`src/rtl/plb_pkg.sv`:
```
`timescale 1ns/1ps
package plb_pkg;

    localparam int DEF_ADDR_W   = 6;
    localparam int DEF_CH_CNT   = 2;
    localparam int DEF_SAMPLE_W = 16;

    typedef enum logic {
        WRAP_FULL = 1'b0,
        WRAP_LAST = 1'b1
    } wrap_mode_e;

    typedef struct packed {
        logic rise;    // request just went high
        logic accept;  // word stored this cycle
        logic mark;    // stored word closes the transfer
    } wr_evt_t;

    function automatic wr_evt_t decode_wr(input logic req, input logic req_q,
                                          input logic vld, input logic last);
        wr_evt_t e;
        e.rise   = req & ~req_q;
        e.accept = req & vld;
        e.mark   = req & vld & last;
        return e;
    endfunction

endpackage

```
`src/rtl/plb_wr_ctrl.sv`:
```
`timescale 1ns/1ps
module plb_wr_ctrl
    import plb_pkg::*;
#(
    parameter int AW = DEF_ADDR_W
) (
    input  logic          clk,
    input  logic          rst,
    input  logic          xfer_req,
    input  logic          wr_valid,
    input  logic          wr_last,
    output logic          mem_we,
    output logic [AW-1:0] mem_waddr,
    output logic [AW-1:0] wr_ptr,
    output logic [AW-1:0] last_addr,
    output wrap_mode_e    wrap_mode
);

    logic    req_q;
    wr_evt_t evt;

    always_comb begin
        evt       = decode_wr(xfer_req, req_q, wr_valid, wr_last);
        mem_we    = evt.accept;
        mem_waddr = evt.rise ? '0 : wr_ptr;
    end

    always_ff @(posedge clk) begin
        if (rst) begin
            req_q     <= 1'b0;
            wr_ptr    <= '0;
            last_addr <= '0;
            wrap_mode <= WRAP_FULL;
        end else begin
            req_q <= xfer_req;
            if (evt.accept)
                wr_ptr <= mem_waddr + AW'(1);
            else if (evt.rise)
                wr_ptr <= '0;
            if (evt.mark) begin
                last_addr <= mem_waddr;
                wrap_mode <= WRAP_LAST;
            end else if (evt.rise) begin
                last_addr <= '0;
                wrap_mode <= WRAP_FULL;
            end
        end
    end

endmodule

```
`src/rtl/plb_rd_ctrl.sv`:
```
`timescale 1ns/1ps
module plb_rd_ctrl
    import plb_pkg::*;
#(
    parameter int AW = DEF_ADDR_W
) (
    input  logic          clk,
    input  logic          rst,
    input  logic          rd_en,
    input  wrap_mode_e    wrap_mode,
    input  logic [AW-1:0] last_addr,
    output logic [AW-1:0] rd_addr
);

    logic [AW-1:0] limit;

    always_comb begin
        limit = (wrap_mode == WRAP_LAST) ? last_addr : {AW{1'b1}};
    end

    always_ff @(posedge clk) begin
        if (rst || !rd_en)
            rd_addr <= '0;
        else if (rd_addr == limit)
            rd_addr <= '0;
        else
            rd_addr <= rd_addr + AW'(1);
    end

endmodule

```
`src/rtl/plb_mem.sv`:
```
`timescale 1ns/1ps
module plb_mem
    import plb_pkg::*;
#(
    parameter int AW = DEF_ADDR_W,
    parameter int CH = DEF_CH_CNT,
    parameter int SW = DEF_SAMPLE_W
) (
    input  logic            clk,
    input  logic            rst,
    input  logic            we,
    input  logic [AW-1:0]   waddr,
    input  logic [CH*SW-1:0] wdata,
    input  logic            rd_en,
    input  logic [AW-1:0]   raddr,
    output logic [CH*SW-1:0] rdata,
    output logic            rvalid
);

    localparam int DEPTH = 1 << AW;

    for (genvar ch = 0; ch < CH; ch++) begin : g_lane
        logic [SW-1:0] lane [DEPTH];
        logic [SW-1:0] lane_q;

        always_ff @(posedge clk) begin
            if (we)
                lane[waddr] <= wdata[ch*SW +: SW];
        end

        always_ff @(posedge clk) begin
            if (rst || !rd_en)
                lane_q <= '0;
            else
                lane_q <= lane[raddr];
        end

        assign rdata[ch*SW +: SW] = lane_q;
    end

    always_ff @(posedge clk) begin
        if (rst)
            rvalid <= 1'b0;
        else
            rvalid <= rd_en;
    end

endmodule

```
`src/rtl/playback_loop_buf.sv`:
```
`timescale 1ns/1ps
module playback_loop_buf
    import plb_pkg::*;
#(
    parameter int ADDR_WIDTH = DEF_ADDR_W,
    parameter int CH_CNT     = DEF_CH_CNT,
    parameter int SAMPLE_W   = DEF_SAMPLE_W
) (
    input  logic                       clk,
    input  logic                       rst,
    input  logic                       xfer_req,
    input  logic                       wr_valid,
    input  logic                       wr_last,
    input  logic [CH_CNT*SAMPLE_W-1:0] wr_data,
    input  logic                       rd_en,
    output logic [CH_CNT*SAMPLE_W-1:0] rd_data,
    output logic                       rd_valid
);

    localparam int DATA_W = CH_CNT * SAMPLE_W;

    logic                  mem_we;
    logic [ADDR_WIDTH-1:0] mem_waddr;
    logic [ADDR_WIDTH-1:0] wr_ptr;
    logic [ADDR_WIDTH-1:0] last_addr;
    logic [ADDR_WIDTH-1:0] rd_addr;
    wrap_mode_e            wrap_mode;
    logic [DATA_W-1:0]     mem_rdata;

    plb_wr_ctrl #(.AW(ADDR_WIDTH)) u_wr (
        .clk       (clk),
        .rst       (rst),
        .xfer_req  (xfer_req),
        .wr_valid  (wr_valid),
        .wr_last   (wr_last),
        .mem_we    (mem_we),
        .mem_waddr (mem_waddr),
        .wr_ptr    (wr_ptr),
        .last_addr (last_addr),
        .wrap_mode (wrap_mode)
    );

    plb_rd_ctrl #(.AW(ADDR_WIDTH)) u_rd (
        .clk       (clk),
        .rst       (rst),
        .rd_en     (rd_en),
        .wrap_mode (wrap_mode),
        .last_addr (last_addr),
        .rd_addr   (rd_addr)
    );

    plb_mem #(.AW(ADDR_WIDTH), .CH(CH_CNT), .SW(SAMPLE_W)) u_mem (
        .clk    (clk),
        .rst    (rst),
        .we     (mem_we),
        .waddr  (mem_waddr),
        .wdata  (wr_data),
        .rd_en  (rd_en),
        .raddr  (rd_addr),
        .rdata  (mem_rdata),
        .rvalid (rd_valid)
    );

    assign rd_data = mem_rdata;

endmodule

```
`config.mk`:
```
export PLATFORM = sky130hd
export DESIGN_NAME = playback_loop_buf
export DESIGN_NICKNAME = d
export VERILOG_FILES = /design/src/rtl/plb_pkg.sv /design/src/rtl/plb_wr_ctrl.sv /design/src/rtl/plb_rd_ctrl.sv /design/src/rtl/plb_mem.sv /design/src/rtl/playback_loop_buf.sv
export SDC_FILE = /design/constraint.sdc
export NUM_CORES = 2
export LEC_CHECK = 0
export ABC_AREA = 1
export BUFFER_PORTS_ARGS = -buffer_cell sky130_fd_sc_hd__clkbuf_2
export CORE_MARGIN = 2
export CORE_UTILIZATION = 30
export DETAILED_ROUTE_END_ITERATION = 7
export PLACE_DENSITY_LB_ADDON = 0.2
export SETUP_SLACK_MARGIN = 0.02
export SYNTH_ARGS = -nofsm -noshare
export SYNTH_HDL_FRONTEND = slang
export SYNTH_SLANG_ARGS = --single-unit
```
`constraint.sdc`:
```
create_clock -name clk -period 17.3 [get_ports clk]
set_clock_uncertainty 0.2 [all_clocks]
set_input_delay 3.46 -clock clk [delete_from_list [all_inputs] [get_ports clk]]
set_output_delay 3.46 -clock clk [all_outputs]
set_load 0.05 [all_outputs]
```
==> impl_metrics.toml <==
[route]
number_of_vias_in_the_routed_layout = 55463
dr_drc_count = 0
post_drt_via_cell_ratio = 4.80
detail_route.first_pass.iterations = 5
route.detailed.wl_per_inst_microns = 24.4
drtAntennaViolNets = 0
wirelength_microns = 282000
drt_iter0_markers = 5388

[critical_path]
cp-start-kind = "input port"
critical_path.n_buffers_inverters = 3
timing.critical_path.to_type = "flip-flop"
rrSetupSlack_ps = 11780
reg2reg_from = "u_rd.rd_addr[0]"
crit_slowest_cell = "sky130_fd_sc_hd__nor2_4"
max_stage_delay_ps = 880
timing_worst_setup_path_type = "input port to flip-flop"
cp_num_cells = 7
endpoint_of_the_worst_slack_reg_to_reg_timing_path = "u_mem.g_lane[1].lane_q[5]"
crit_path_max_fanout = 32
timing.critical_path.cells = "clkbuf_2 > inv_2 > nor2_2 > nor2_1 > nand4_1 > buf_4 > nor2_4"
cp.required_ps = 17570
reg2reg_depth = 13
critical_path.top_delay_family = "simple AND/OR/NAND/NOR gates"
arrival_ps = 6330

[floorplanning]
placementRows = 196
top_level_ports = 71
dieWidth_microns = 539
initial_utilization_pct = 30.1
die_y_microns = 539
core_area_sq_mm = 0.285
dieArea_sq_mm = 0.290

[clocking]
cts_max_level = 4
cts_num_sinks = 2101
ctsRootBufferMaster = "sky130_fd_sc_hd__clkbuf_16"
clockBufferDepth = 4
cts_made_buffers = 225
clk-insertion-delay-late_ps = 880
cts.repair_timing.setup_buffer_count = 0
tritoncts_clock_tree = "yes"
cts_hold_repair.buffers = 0
worst_setup_hold_path_clk_slew_ps = 60
post_cts.resized_instances = 0

[min_path]
min_delay_path_depth = 2
worstHoldPathType = "flip-flop to flip-flop"
timing.hold.worst_endpoint = "u_wr.last_addr[3]"
worstHoldStart = "u_wr.last_addr[3]"

[finish]
multi_input_comb_area_sq_mm = 0.0202
share_of_final_layout_standard_cells_stronger_than_drive_strength_1_pct = 7.45
number_of_nets_at_the_end_of_the_flow = 7661
regArea_sq_mm = 0.0626
area_growth_pct = 13.0
finalNonFillerCells = 11565
final_core_util_pct = 34.1
layout.filler_cells = 28343

[synthesis]
synth_top_cell_by_area = "sky130_fd_sc_hd__edfxtp_1"
net_count_of_the_mapped_netlist = 7691
synth_top_family_by_area = "simple AND/OR/NAND/NOR gates"
yosys_warnings = 0
synthTopCellsByCount = "sky130_fd_sc_hd__nand2_1, sky130_fd_sc_hd__edfxtp_1, sky130_fd_sc_hd__nor2_1"
muxShareOfSynthArea_pct = 0
ys_ff_latch = 2101
largest_cells_by_area_after_synthesis = "sky130_fd_sc_hd__edfxtp_1, sky130_fd_sc_hd__nand2_1, sky130_fd_sc_hd__nor2_1, sky130_fd_sc_hd__nand3_1, sky130_fd_sc_hd__o21ai_0"
number_of_enable_type_register_cells_in_the_synthesized_netlist = 2048
synth_cell_type_count = 30
syn_avg_cell_area_sq_um = 11.2
synth_compound_gate_area_share_pct = 3.43
synth_sequential_area_ratio_pct = 72.9
adder_cell_fraction_of_synth_area_pct = 0.0146
synthFlopType = "sky130_fd_sc_hd__edfxtp_1"
synthesized_netlist_cell_count = 7652
synthXorXnorAreaFrac_pct = 0.0817
postSynth.asyncResetShare_pct = 0
synth_area_sq_mm = 0.0858
synth.most_common_cell = "sky130_fd_sc_hd__nand2_1"
synthDominantCellAreaShare_pct = 71.7
synthesized_area_fraction_occupied_by_and_or_nand_nor_cells_pct = 19.5

[placement]
io_buffer_count = 70
place_hpwl_microns = 161000
routabilityCongestion = 0.821
dpl.cell_count = 11157

[sta]
final.period_utilization_pct = 35.0
rsz0062_at_grt = "false"
slew_violations = 0
hold_viol_final = 0
accumulated_negative_setup_slack_ps = 0
layout_min_cycle_time_ps = 6060
max_clock_freq_mhz = 165
relSlewSlack_pct = 16.5
worst-slew-pin-transition_ps = 1250
setup_violations = 0

[global_routing]
grt_pass1_vias = 53105
grt_remaining_overflow = 0
globalRouteTotalUtil_pct = 19.0
grt_antenna_before_repair = 16
pin_count_of_the_biggest_net_entering_global_routing = 171
global_route_wire_length_before_repair_microns = 400000

[run]
timing.max_cap.violations = 0

[pwr]
power_per_cell_area_mw_per_mm2 = 110
power.ir.vdd_worst_mv = 0.0723
totalPowerFinal_w = 0.0107
static-leakage-power_nw = 35.0

[run_status]
run_status = "finished, final reports clean"
## tightest hold or removal path, stage by stage, from the launching register on
cell and delay (ps):
sky130_fd_sc_hd__dfxtp_1 310, sky130_fd_sc_hd__nand2_1 60, sky130_fd_sc_hd__a21oi_1 50
## cell type report
| class | count | area share [%] |
|---|---|---|
| Inverter | 359 | 1.43 |
| Multi-Input combinational cell | 4754 | 20.9 |
| Clock inverter | 99 | 0.733 |
| Clock buffer | 306 | 6.24 |
| Antenna cell | 3 | 0.00774 |
| Sequential cell | 2101 | 64.5 |
| Timing Repair Buffer | 181 | 1.34 |
| Tap cell | 3762 | 4.85 |
## worst max-delay path by stage
stage | from | to
6_report | xfer_req | u_mem.g_lane[0].lane[22][3]
5_1_grt | xfer_req | u_mem.g_lane[0].lane[22][10]
4_1_cts | xfer_req | u_mem.g_lane[0].lane[22][3]
3_5_place_dp | xfer_req | u_mem.g_lane[1].lane[63][10]
3_3_place_gp | xfer_req | u_mem.g_lane[1].lane[63][10]
2_1_floorplan | xfer_req | u_mem.g_lane[0].lane[61][0]
## per-stage QoR
step | hold WS, ps | worst slack, ps | instance area (sq um)
6_report | 272 | 11240 | 97000
5_1_grt | 300 | 11060 | 97000
2_1_floorplan | 240 | 9380 | 85800
4_1_cts | 278 | 11170 | 97000
3_5_place_dp | 267 | 10250 | 90200
3_3_place_gp | 267 | 10120 | 90200
## per-layer routing
metal / vias to the layer above / track usage [%] / part of all wire (%)
met3: 390 / 2.73 / 5.5
met4: 0 / 6.83 / 3.9
met2: 1541 / 31.1 / 47
met1: 27679 / 25.5 / 43
li1: 25853 / - / -
met5: - / 0 / 0
## where the power goes
| part | switching, W | internal [W] |
|---|---|---|
| Combinational | 0.000400 | 0.0000972 |
| Clock | 0.00202 | 0.00255 |
| Sequential | 0.0000126 | 0.00559 |
| Total | 0.00243 | 0.00824 |
## flip-flops by register name, indices dropped and copies added (netlist names)
name / count
u_mem.g_lane.lane: 2048
u_mem.g_lane.lane_q: 32
u_rd.rd_addr: 6
u_wr.last_addr: 6
u_wr.wr_ptr: 6
u_mem.rvalid: 1
u_wr.req_q: 1
u_wr.wrap_mode: 1
## cells in the final DEF (no fill, tap or decap), types with 48 or more instances in the layout
master                      instances
sky130_fd_sc_hd__clkbuf_16        225
sky130_fd_sc_hd__buf_4            102
sky130_fd_sc_hd__nor2_1          1032
sky130_fd_sc_hd__dfxtp_1           48
sky130_fd_sc_hd__edfxtp_1        2048
sky130_fd_sc_hd__nor2_4            61
sky130_fd_sc_hd__clkinv_1          49
sky130_fd_sc_hd__nand3_1          794
sky130_fd_sc_hd__clkbuf_1          69
sky130_fd_sc_hd__nand2_1         2225
sky130_fd_sc_hd__a21oi_1          169
sky130_fd_sc_hd__inv_1            350
sky130_fd_sc_hd__o21ai_0          387
sky130_fd_sc_hd__clkbuf_2          70
## logic make-up after synthesis
logic type      after synthesis
flops                      2101
fa+ha+maj                     1
buf+inv                     797
xor+xnor                      8
simple gates               4158
compound gates              587
Power figures use the tool's default switching activity.
